`src/rtl/ars_pkg.sv`:
```
package ars_pkg;
  localparam int NPORT  = 8;
  localparam int NUP    = 4;
  localparam int PORT_W = $clog2(NPORT);
  localparam int UP_W   = $clog2(NUP);
  typedef logic [PORT_W-1:0] port_t;
endpackage

```
`src/rtl/ars_decide.sv`:
```
module ars_decide #(
  parameter int LEVELS = 3,
  parameter int LVL_W  = 2,
  localparam int ADDR_W = 2 * LEVELS
) (
  input  logic [ADDR_W-1:0] dest,
  input  logic [ADDR_W-1:0] prefix,
  input  logic [LVL_W-1:0]  level,
  output logic              go_down,
  output logic [1:0]        down_digit
);
  always_comb begin
    go_down    = 1'b1;
    down_digit = 2'd0;
    for (int i = 0; i < LEVELS; i++) begin
      if (i == int'(level))
        down_digit = dest[2*i +: 2];
      if ((i > int'(level)) && (dest[2*i +: 2] != prefix[2*i +: 2]))
        go_down = 1'b0;
    end
  end
endmodule

```
`src/rtl/ars_pick.sv`:
```
module ars_pick
  import ars_pkg::*;
#(
  parameter int CNT_W = 4
) (
  input  logic [NUP-1:0]       en,
  input  logic [NUP*CNT_W-1:0] loads,
  output logic                 found,
  output logic [UP_W-1:0]      sel
);
  logic [CNT_W-1:0] load_a [NUP];

  for (genvar g = 0; g < NUP; g++) begin : g_unpack
    assign load_a[g] = loads[g*CNT_W +: CNT_W];
  end

  always_comb begin
    logic [CNT_W-1:0] best;
    found = 1'b0;
    sel   = '0;
    best  = '0;
    for (int i = 0; i < NUP; i++) begin
      if (en[i] && (!found || (load_a[i] < best))) begin
        found = 1'b1;
        sel   = UP_W'(i);
        best  = load_a[i];
      end
    end
  end
endmodule

```
`src/rtl/ars_load.sv`:
```
module ars_load
  import ars_pkg::*;
#(
  parameter int CNT_W = 4
) (
  input  logic                 clk,
  input  logic                 rst_n,
  input  logic                 inc_valid,
  input  logic [UP_W-1:0]      inc_idx,
  input  logic                 dec_valid,
  input  logic [UP_W-1:0]      dec_idx,
  output logic [NUP*CNT_W-1:0] loads
);
  localparam logic [CNT_W-1:0] CNT_MAX = '1;

  for (genvar g = 0; g < NUP; g++) begin : g_cnt
    logic [CNT_W-1:0] cnt;
    logic             inc_here;
    logic             dec_here;
    assign inc_here = inc_valid && (inc_idx == UP_W'(g));
    assign dec_here = dec_valid && (dec_idx == UP_W'(g));
    always_ff @(posedge clk) begin
      if (!rst_n) begin
        cnt <= '0;
      end else begin
        case ({inc_here, dec_here})
          2'b10:   if (cnt != CNT_MAX) cnt <= cnt + 1'b1;
          2'b01:   if (cnt != '0)      cnt <= cnt - 1'b1;
          default: cnt <= cnt;
        endcase
      end
    end
    assign loads[g*CNT_W +: CNT_W] = cnt;
  end
endmodule

```
`src/rtl/ars_retpath.sv`:
```
module ars_retpath
  import ars_pkg::*;
(
  input  logic  clk,
  input  logic  rst_n,
  input  logic  wr_en,
  input  port_t wr_addr,
  input  port_t wr_data,
  input  logic  rd_en,
  input  port_t rd_addr,
  output logic  rd_valid,
  output port_t rd_data
);
  port_t table_q [NPORT];

  for (genvar g = 0; g < NPORT; g++) begin : g_ent
    always_ff @(posedge clk) begin
      if (!rst_n)
        table_q[g] <= '0;
      else if (wr_en && (wr_addr == PORT_W'(g)))
        table_q[g] <= wr_data;
    end
  end

  always_ff @(posedge clk) begin
    if (!rst_n) begin
      rd_valid <= 1'b0;
      rd_data  <= '0;
    end else begin
      rd_valid <= rd_en;
      if (rd_en)
        rd_data <= table_q[rd_addr];
    end
  end
endmodule

```
`src/rtl/adaptive_route_sel.sv`:
```
module adaptive_route_sel
  import ars_pkg::*;
#(
  parameter int LEVELS = 3,
  parameter int CNT_W  = 4,
  localparam int ADDR_W = 2 * LEVELS,
  localparam int LVL_W  = (LEVELS > 1) ? $clog2(LEVELS) : 1
) (
  input  logic              clk,
  input  logic              rst_n,
  input  logic [LVL_W-1:0]  cfg_level,
  input  logic [ADDR_W-1:0] cfg_prefix,
  input  logic [NUP-1:0]    up_enable,
  input  logic              req_valid,
  output logic              req_ready,
  input  logic [ADDR_W-1:0] req_dest,
  input  logic [PORT_W-1:0] req_in_port,
  output logic              res_valid,
  input  logic              res_ready,
  output logic [PORT_W-1:0] res_port,
  output logic              res_up,
  output logic              res_err,
  input  logic              ack_valid,
  input  logic [PORT_W-1:0] ack_port,
  output logic              ret_valid,
  output logic [PORT_W-1:0] ret_port
);
  logic                 accept;
  logic                 go_down;
  logic [1:0]           down_digit;
  logic                 up_found;
  logic [UP_W-1:0]      up_sel;
  logic [NUP*CNT_W-1:0] loads;
  logic                 no_route;
  logic                 up_grant;
  port_t                grant_port;

  assign req_ready = !res_valid || res_ready;
  assign accept    = req_valid && req_ready;

  ars_decide #(.LEVELS(LEVELS), .LVL_W(LVL_W)) u_decide (
    .dest       (req_dest),
    .prefix     (cfg_prefix),
    .level      (cfg_level),
    .go_down    (go_down),
    .down_digit (down_digit)
  );

  ars_pick #(.CNT_W(CNT_W)) u_pick (
    .en    (up_enable),
    .loads (loads),
    .found (up_found),
    .sel   (up_sel)
  );

  assign no_route   = !go_down && !up_found;
  assign up_grant   = accept && !go_down && up_found;
  assign grant_port = go_down ? {1'b0, down_digit} : {1'b1, up_sel};

  ars_load #(.CNT_W(CNT_W)) u_load (
    .clk       (clk),
    .rst_n     (rst_n),
    .inc_valid (up_grant),
    .inc_idx   (up_sel),
    .dec_valid (ack_valid && ack_port[PORT_W-1]),
    .dec_idx   (ack_port[UP_W-1:0]),
    .loads     (loads)
  );

  ars_retpath u_ret (
    .clk      (clk),
    .rst_n    (rst_n),
    .wr_en    (accept && !no_route),
    .wr_addr  (grant_port),
    .wr_data  (req_in_port),
    .rd_en    (ack_valid),
    .rd_addr  (ack_port),
    .rd_valid (ret_valid),
    .rd_data  (ret_port)
  );

  always_ff @(posedge clk) begin
    if (!rst_n) begin
      res_valid <= 1'b0;
      res_port  <= '0;
      res_up    <= 1'b0;
      res_err   <= 1'b0;
    end else if (accept) begin
      res_valid <= 1'b1;
      res_port  <= no_route ? '0 : grant_port;
      res_up    <= !go_down;
      res_err   <= no_route;
    end else if (res_ready) begin
      res_valid <= 1'b0;
    end
  end
endmodule

```
`config.mk`:
```
export PLATFORM = sky130hd
export DESIGN_NAME = adaptive_route_sel
export DESIGN_NICKNAME = d
export VERILOG_FILES = /design/src/rtl/ars_pkg.sv /design/src/rtl/ars_decide.sv /design/src/rtl/ars_pick.sv /design/src/rtl/ars_load.sv /design/src/rtl/ars_retpath.sv /design/src/rtl/adaptive_route_sel.sv
export SDC_FILE = /design/constraint.sdc
export NUM_CORES = 1
export LEC_CHECK = 0
export ABC_AREA = 1
export BUFFER_PORTS_ARGS = -buffer_cell sky130_fd_sc_hd__buf_2
export CORE_ASPECT_RATIO = 0.5
export CORE_UTILIZATION = 40
export DETAILED_ROUTE_END_ITERATION = 8
export SLEW_MARGIN = 5
export SYNTH_ARGS = -nofsm -noshare
export SYNTH_HDL_FRONTEND = slang
export SYNTH_SLANG_ARGS = --single-unit
```
`constraint.sdc`:
```
create_clock -name clk -period 13.6 [get_ports clk]
set_input_delay 1.36 -clock clk [delete_from_list [all_inputs] [get_ports clk]]
set_output_delay 1.36 -clock clk [all_outputs]
set_load 0.005 [all_outputs]
```
==> impl_metrics.csv, run 1 <==
group,metric,value,unit
worst_setup_path,crit_fanout,9,
pwr,intPower,0.000265,W
pwr,vdd_drop_max,0.0575,mV
placed_design,place.gp.congestion,0.787,
floorplan,ioPinCount,40,
synth,yosysWarnings,0,
sta,tightest_slew,677,ps
placed_design,portBuffers,37,
detailed_routing,vias,2681,
sta,hold_violations,0,
sta,finalMaxSlewViolations,0,
synth,synth.ff_latch_count,50,
cts,cts_buffers,5,
pwr,power.leakage,1.69,nW
min_path,hp-class,"reg2reg",
synth,syn_area_per_cell,8.07,um2
pwr,p_per_area,104,nW/um2
detailed_routing,drt_iter0_drc,157,
worst_setup_path,path_class,"in2reg",
final_layout,area_growth,13.2,%
global_route,grt.overflow.total,0,
global_route,grt_pass1_vias,2487,
global_route,track_usage,18.4,%
cts,post-cts-setup-buffers,0,
detailed_routing,dr.pass1.iters,4,
sta,fin_ws,7860,ps
synth,synthCells,404,
pwr,seq_power_share,45.4,%
final_layout,drive_gt1_share,16.8,%
detailed_routing,via_per_inst,4.89,
worst_setup_path,arrival,5920,ps
detailed_routing,routed_wl,7070,um
pwr,power.share.clock,32.6,%
cts,cts_tree,"done",
floorplan,die_y,65.8,um
cts,ctsLongestPathBuffers,2,
worst_setup_path,critPathMostFrequentCell,"nand2_1",
cts,htreeDepth,2,
sta,worst_clock_skew,7.21,ps
synth,syn_nets,462,
final_layout,nFillCells,767,
worst_setup_path,critPathLaunchType,"input port",
sta,max-slew-margin-rel,54.9,%
floorplan,initial_core_util,42.9,%
pwr,p_sw_share,30.9,%
cts,cts_root_buf,"clkbuf_16",
cts,clk_latency,300,ps
cts,cts.sinks,50,
floorplan,std_cell_rows,22,
final_layout,n_antenna_cell,0,
detailed_routing,ant_nets,0,
floorplan,die_area,8540,um2
synth,synth_flop_cell,"dfxtp_1",
synth,synth_edf_count,24,
global_route,antenna_found_initial,0,
detailed_routing,wire_per_inst,12.9,um
worst_setup_path,crit_path_max_incr_delay,300,ps
detailed_routing,drc,0,
synth,synth_area,3260,um2
sta,max_freq,0.174,GHz
run_status,status,"completed",
global_route,grt_pass1_wl,11800,um
sta,fin_crit_sh,42.2,%
pwr,p_switching,0.000119,W
sta,period_minus_slack,5740,ps
placed_design,hpwl,5350,um
cts,clk_pin_slew,70,ps
pwr,p_comb_share,22.1,%
synth,synthArstFlopShare,0,%
synth,ys_types,36,
sta,setup_violations,0,
floorplan,coreArea,7600,um2
job,drv_cap,0,
worst_setup_path,cp_slowest_cell,"ha_1",
floorplan,die_w,130,um
placed_design,dp_slack,7570,ps
sta,finalSetupTns,0,ps
synth,synth-seq-area-share,38.1,%
cts,post_cts_resized,0,
sta,rsz0062_at_grt,"no",
global_route,grt_start_max_net_pins,37,
worst_setup_path,crit_required,13780,ps
worst_setup_path,endpoint_kind,"flop",
final_layout,nets,498,
cts,hold_buffers,0,
-- state kept, by name, summed over array words and instances (netlist names) --
name,count
res_err,1
res_valid,1
u_ret.table_q,24
u_load.g_cnt.cnt,16
u_ret.rd_valid,1
u_ret.rd_data,3
res_up,1
res_port,3
-- per-stage QoR --
stage | power, W | cells | util (%) | hold WS, ps | area [um2]
finish | 0.000384 | 548 | 48.6 | 452 | 3690
detailed placement | 0.000263 | 541 | 46.7 | 445 | 3550
global placement | 0.000262 | 541 | 46.7 | 438 | 3550
CTS | 0.000388 | 548 | 48.6 | 455 | 3690
global route | 0.000409 | 548 | 48.6 | 496 | 3690
floorplan | 0.000241 | 404 | - | 422 | 3260
-- synthesized netlist by cell type, drive strengths merged, types with 2 or more instances --
| cell | number | area [um2] |
|---|---|---|
| nor2 | 39 | 171 |
| xnor2 | 2 | 17.5 |
| inv | 58 | 220 |
| o21ai | 30 | 150 |
| ha | 25 | 313 |
| edfxtp | 24 | 721 |
| clkbuf | 7 | 26.3 |
| nand3 | 29 | 160 |
| nand2 | 83 | 382 |
| nand4 | 4 | 37.5 |
| a22oi | 6 | 45.0 |
| a31o | 2 | 17.5 |
| a21oi | 25 | 125 |
| a21boi | 2 | 15.0 |
| nor3 | 14 | 70.1 |
| fa | 4 | 80.1 |
| o211ai | 2 | 15.0 |
| a211oi | 3 | 22.5 |
| a31oi | 5 | 31.3 |
| a221o | 2 | 20.0 |
| xor2 | 6 | 52.6 |
| dfxtp | 26 | 521 |
-- power groups by stage --
stage	clock network, W	logic (W)	registers (W)
floorplan	0	0.0000648	0.000176
CTS	0.000128	0.0000856	0.000174
global placement	0	0.0000843	0.000178
detailed placement	0	0.0000852	0.000178
finish	0.000125	0.0000847	0.000174
global route	0.000135	0.0000986	0.000175
-- path summary, 6_finish.rpt --
path	slack, ps	end	depth (start not counted)	start
setup / recovery	7860	u_load.g_cnt[2].cnt[3]	36	up_enable[0]
hold / removal	450	u_load.g_cnt[2].cnt[0]	1	u_load.g_cnt[2].cnt[0]
setup reg to reg	8640	u_load.g_cnt[2].cnt[3]	37	u_load.g_cnt[0].cnt[1]
hold reg to reg	450	u_load.g_cnt[2].cnt[0]	1	u_load.g_cnt[2].cnt[0]
-- routing by layer --
layer	track usage (%)	wire, um	up-vias
li1	-	-	1430
met3	4.85	311	5
met5	0	0	-
met1	24.8	3650	1205
met2	29.0	3050	41
met4	5.67	70	0
-- cell families after synthesis --
group | synth area share (%)
simple gates | 25.4
compound gates | 14.6
buf+inv | 7.72
flops | 38.1
fa+ha+maj | 12.1
xor+xnor | 2.15
-- cell usage in the layout, fill, tap and decap left out, types with 7 or more instances in the layout --
cell,count
nand3_1,26
nor2_1,35
a21oi_1,25
nor3_1,14
nand2_1,69
ha_1,25
edfxtp_1,24
dfxtp_1,26
nand2_2,7
inv_1,54
o21ai_0,30
buf_2,37
nand2_4,7
-- worst max-delay path, delay by kind of cell --
family                   cells  cell delay (ps)
buffers and inverters        3              320
adder cells (fa/ha/maj)      4             1090
AND/OR/NAND/NOR             21             1780
AO/OA/AOI/OAI                8             1350
-- final cells by class --
class | count | area [um2] | area share (%)
well taps | 108 | 135 | 3.66
clock buffers | 5 | 125 | 3.39
flip-flops and latches | 50 | 1240 | 33.6
inverters | 58 | 220 | 5.97
clock inverters | 2 | 15.0 | 0.407
multi-input cells | 288 | 1770 | 47.9
repair buffers | 37 | 185 | 5.02
No activity file was read; power rests on OpenSTA's default activity.
==> run 2, diff against run 1 <==
Settings changed: ABC_AREA 1 to 0.
Clock period 13.6 ns to 4.9 ns, I/O delays scaled along.
==> impl_metrics.csv, run 2 <==
group,metric,value,unit
run_status,status,"complete, but fails checks",
run_status,violations,"setup timing",
worst_setup_path,crit_path_max_incr_delay,530,ps
sta,max_freq,0.196,GHz
synth,synthCells,342,
synth,synthArstFlopShare,0,%
cts,htreeDepth,2,
final_layout,nets,489,
cts,hold_buffers,0,
synth,synth_edf_count,24,
cts,cts_buffers,5,
final_layout,mostFrequentLayoutCell,"buf_4",
synth,synth_xor_area_share,4.25,%
placed_design,hpwl,6150,um
pwr,power.leakage,1.85,nW
cts,cts.sinks,50,
floorplan,die_y,66.2,um
synth,synth.ff_latch_count,50,
cts,cts_root_buf,"clkbuf_16",
sta,finalSetupTns,-640,ps
detailed_routing,vias,2898,
detailed_routing,drt_iter0_drc,186,
synth,syn_nets,400,
worst_setup_path,critPathLaunchType,"flop",
synth,synth_area,3300,um2
sta,max-slew-margin-rel,52.8,%
synth,netlist_top_cells_count,"29 x nor2_1, 26 x dfxtp_1, 25 x ha_1",
synth,yosys.area.top_type_share,21.9,%
synth,synth_compound_area_share,15.9,%
sta,setup_violations,7,
min_path,hp-class,"in2reg",
global_route,grt.overflow.total,0,
final_layout,final_util,60.4,%
placed_design,portBuffers,37,
synth,synth_top_family_by_area,"simple AND/OR/NAND/NOR gates",
cts,ctsLongestPathBuffers,2,
synth,synth-simple-area-share,17.7,%
synth,synth_area_leaders,"edfxtp_1 22%, dfxtp_1 16%, ha_1 9.5%",
final_layout,final_cell_mix,"57 x buf_4, 36 x buf_2, 27 x nor2_1",
floorplan,ioPinCount,40,
global_route,grt_pass1_wl,13300,um
sta,period_minus_slack,5090,ps
cts,cts_tree,"done",
synth,synth_top_area_cell,"edfxtp_1",
detailed_routing,wire_per_inst,15.2,um
final_layout,n_antenna_cell,0,
global_route,track_usage,20.6,%
cts,clk_latency,300,ps
synth,ys_types,57,
worst_setup_path,crit_required,5100,ps
sta,tightest_slew,704,ps
synth,synth_adder_area_share,11.9,%
synth,synth.most_common_cell,"nor2_1",
detailed_routing,routed_wl,8230,um
global_route,antenna_found_initial,0,
global_route,grt_pass1_vias,2804,
floorplan,die_w,130,um
sta,rsz0062_at_grt,"yes",
detailed_routing,ant_nets,0,
pwr,p_per_area,247,nW/um2
floorplan,die_area,8630,um2
detailed_routing,via_per_inst,5.37,
final_layout,largest_reg_flops,24,
sta,worst_clock_skew,5.60,ps
sta,hold_violations,0,
pwr,vdd_drop_max,0.131,mV
worst_setup_path,cp_slowest_cell,"or4b_4",
sta,fin_crit_sh,104,%
synth,synth-seq-area-share,37.7,%
final_layout,top_register,"u_ret.table_q",
floorplan,coreArea,7650,um2
synth,synth_mux_area_share,7.29,%
worst_setup_path,critPathMostFrequentCell,"ha_4",
job,drv_cap,0,
synth,yosysWarnings,0,
final_layout,reg_top3,"u_ret.table_q (24), u_load.g_cnt.cnt (16)",
floorplan,std_cell_rows,22,
worst_setup_path,arrival,5290,ps
sta,fin_ws,-193,ps
sta,whs,444,ps
worst_setup_path,path_class,"reg2reg",
cts,clk_pin_slew,70,ps
sta,finalMaxSlewViolations,0,
final_layout,drive_gt1_share,41.7,%
global_route,grt_start_max_net_pins,21,
synth,synth_flop_cell,"dfxtp_1",
floorplan,initial_core_util,43.1,%
detailed_routing,drc,0,
final_layout,area_growth,40.2,%
placed_design,place.gp.congestion,0.876,
pwr,p_total,0.00114,W
worst_setup_path,cp_cell_sequence,"nand2_4, ha_4, a21oi_4, o221ai_4, mux2_4, ha_4, or4b_4, a211oi_4, or2_4, mux2_4, ha_4, nand3_2, a31o_4, o221a_4, or3_4, ha_4, ha_4, a21o_1, a21oi_2, xnor2_1, nand3b_1, a21oi_1",
worst_setup_path,endpoint_kind,"flop",
synth,syn_area_per_cell,9.64,um2
detailed_routing,dr.pass1.iters,4,
worst_setup_path,crit_fanout,4,
[run 2: cell types whose count changed after synthesis, moves of 7 or more]
cell	previous run	this run
inv_1	54	24
nand2_1	69	21
nand2_2	7	0
nand2_4	7	0
nand3_1	26	9
nor4_1	0	7
o21ai_0	30	15
xnor2_1	2	16
[run 2: cell families after synthesis]
kind of cell / after synthesis
AOI/OAI and AO/OA: 79
buffers and inverters: 40
muxes: 16
xor gates and xnor gates: 16
adders and majority gates: 29
and+or+nand+nor: 112
DFF: 50
[run 2: path summary, 6_finish.rpt]
kind	startpoint	slack (ps)	cells past startpoint	end
worst min register to register	res_port[2]	460	2	res_port[2]
worst min-delay path	req_valid	440	3	res_valid
worst max register to register	u_load.g_cnt[0].cnt[3]	-190	22	u_load.g_cnt[1].cnt[3]
worst max-delay path	u_load.g_cnt[0].cnt[3]	-190	22	u_load.g_cnt[1].cnt[3]
[run 2: final cells by class]
type | instances | area [um2]
clock buffer | 6 | 129
clock inverter | 2 | 13.8
fill | 623 | 3030
inverter | 25 | 96.3
multi-input combinational | 252 | 2350
sequential | 50 | 1240
tap | 108 | 135
timing repair buffer | 97 | 656
[run 2: what timing repair did]
action,CTS,global route
buffers inserted,4,12
setup endpoints to repair,13,16
pin swaps,7,9
gates resized for setup,15,29
[run 2: through the flow]
stage / instance area (um2) / setup WS (ps) / std cells
floorplan: 3530 / -407 / 342
global placement: 4080 / -447 / 516
global route: 4620 / -333 / 540
finish: 4620 / -193 / 540
detailed placement: 4080 / -602 / 516
CTS: 4340 / -199 / 528
[run 2: power by group]
part	internal, W	switching, W	leakage, nW
clock	0.000191	0.000157	0.0712
sequential	0.000462	0.0000140	0.467
combinational	0.000157	0.000160	1.31
total	0.000810	0.000331	1.85
[run 2: critical path, delay by kind of cell (launching register included)]
family	cells	cell delay [ps]
adders and majority gates	5	1100
muxes	2	650
xor gates and xnor gates	1	90
DFF	1	350
AOI/OAI and AO/OA	8	1460
and+or+nand+nor	6	1330
[run 2: per-layer routing]
metal / track usage (%) / part of all wire [%] / wire length [um] / up-vias
met3: 4.21 / 4.6 / 376 / 7
met4: 5.89 / 0.97 / 80 / 0
met5: 0 / 0 / 0 / -
li1: - / - / - / 1430
met1: 25.6 / 45 / 3710 / 1413
met2: 36.3 / 49 / 4060 / 48
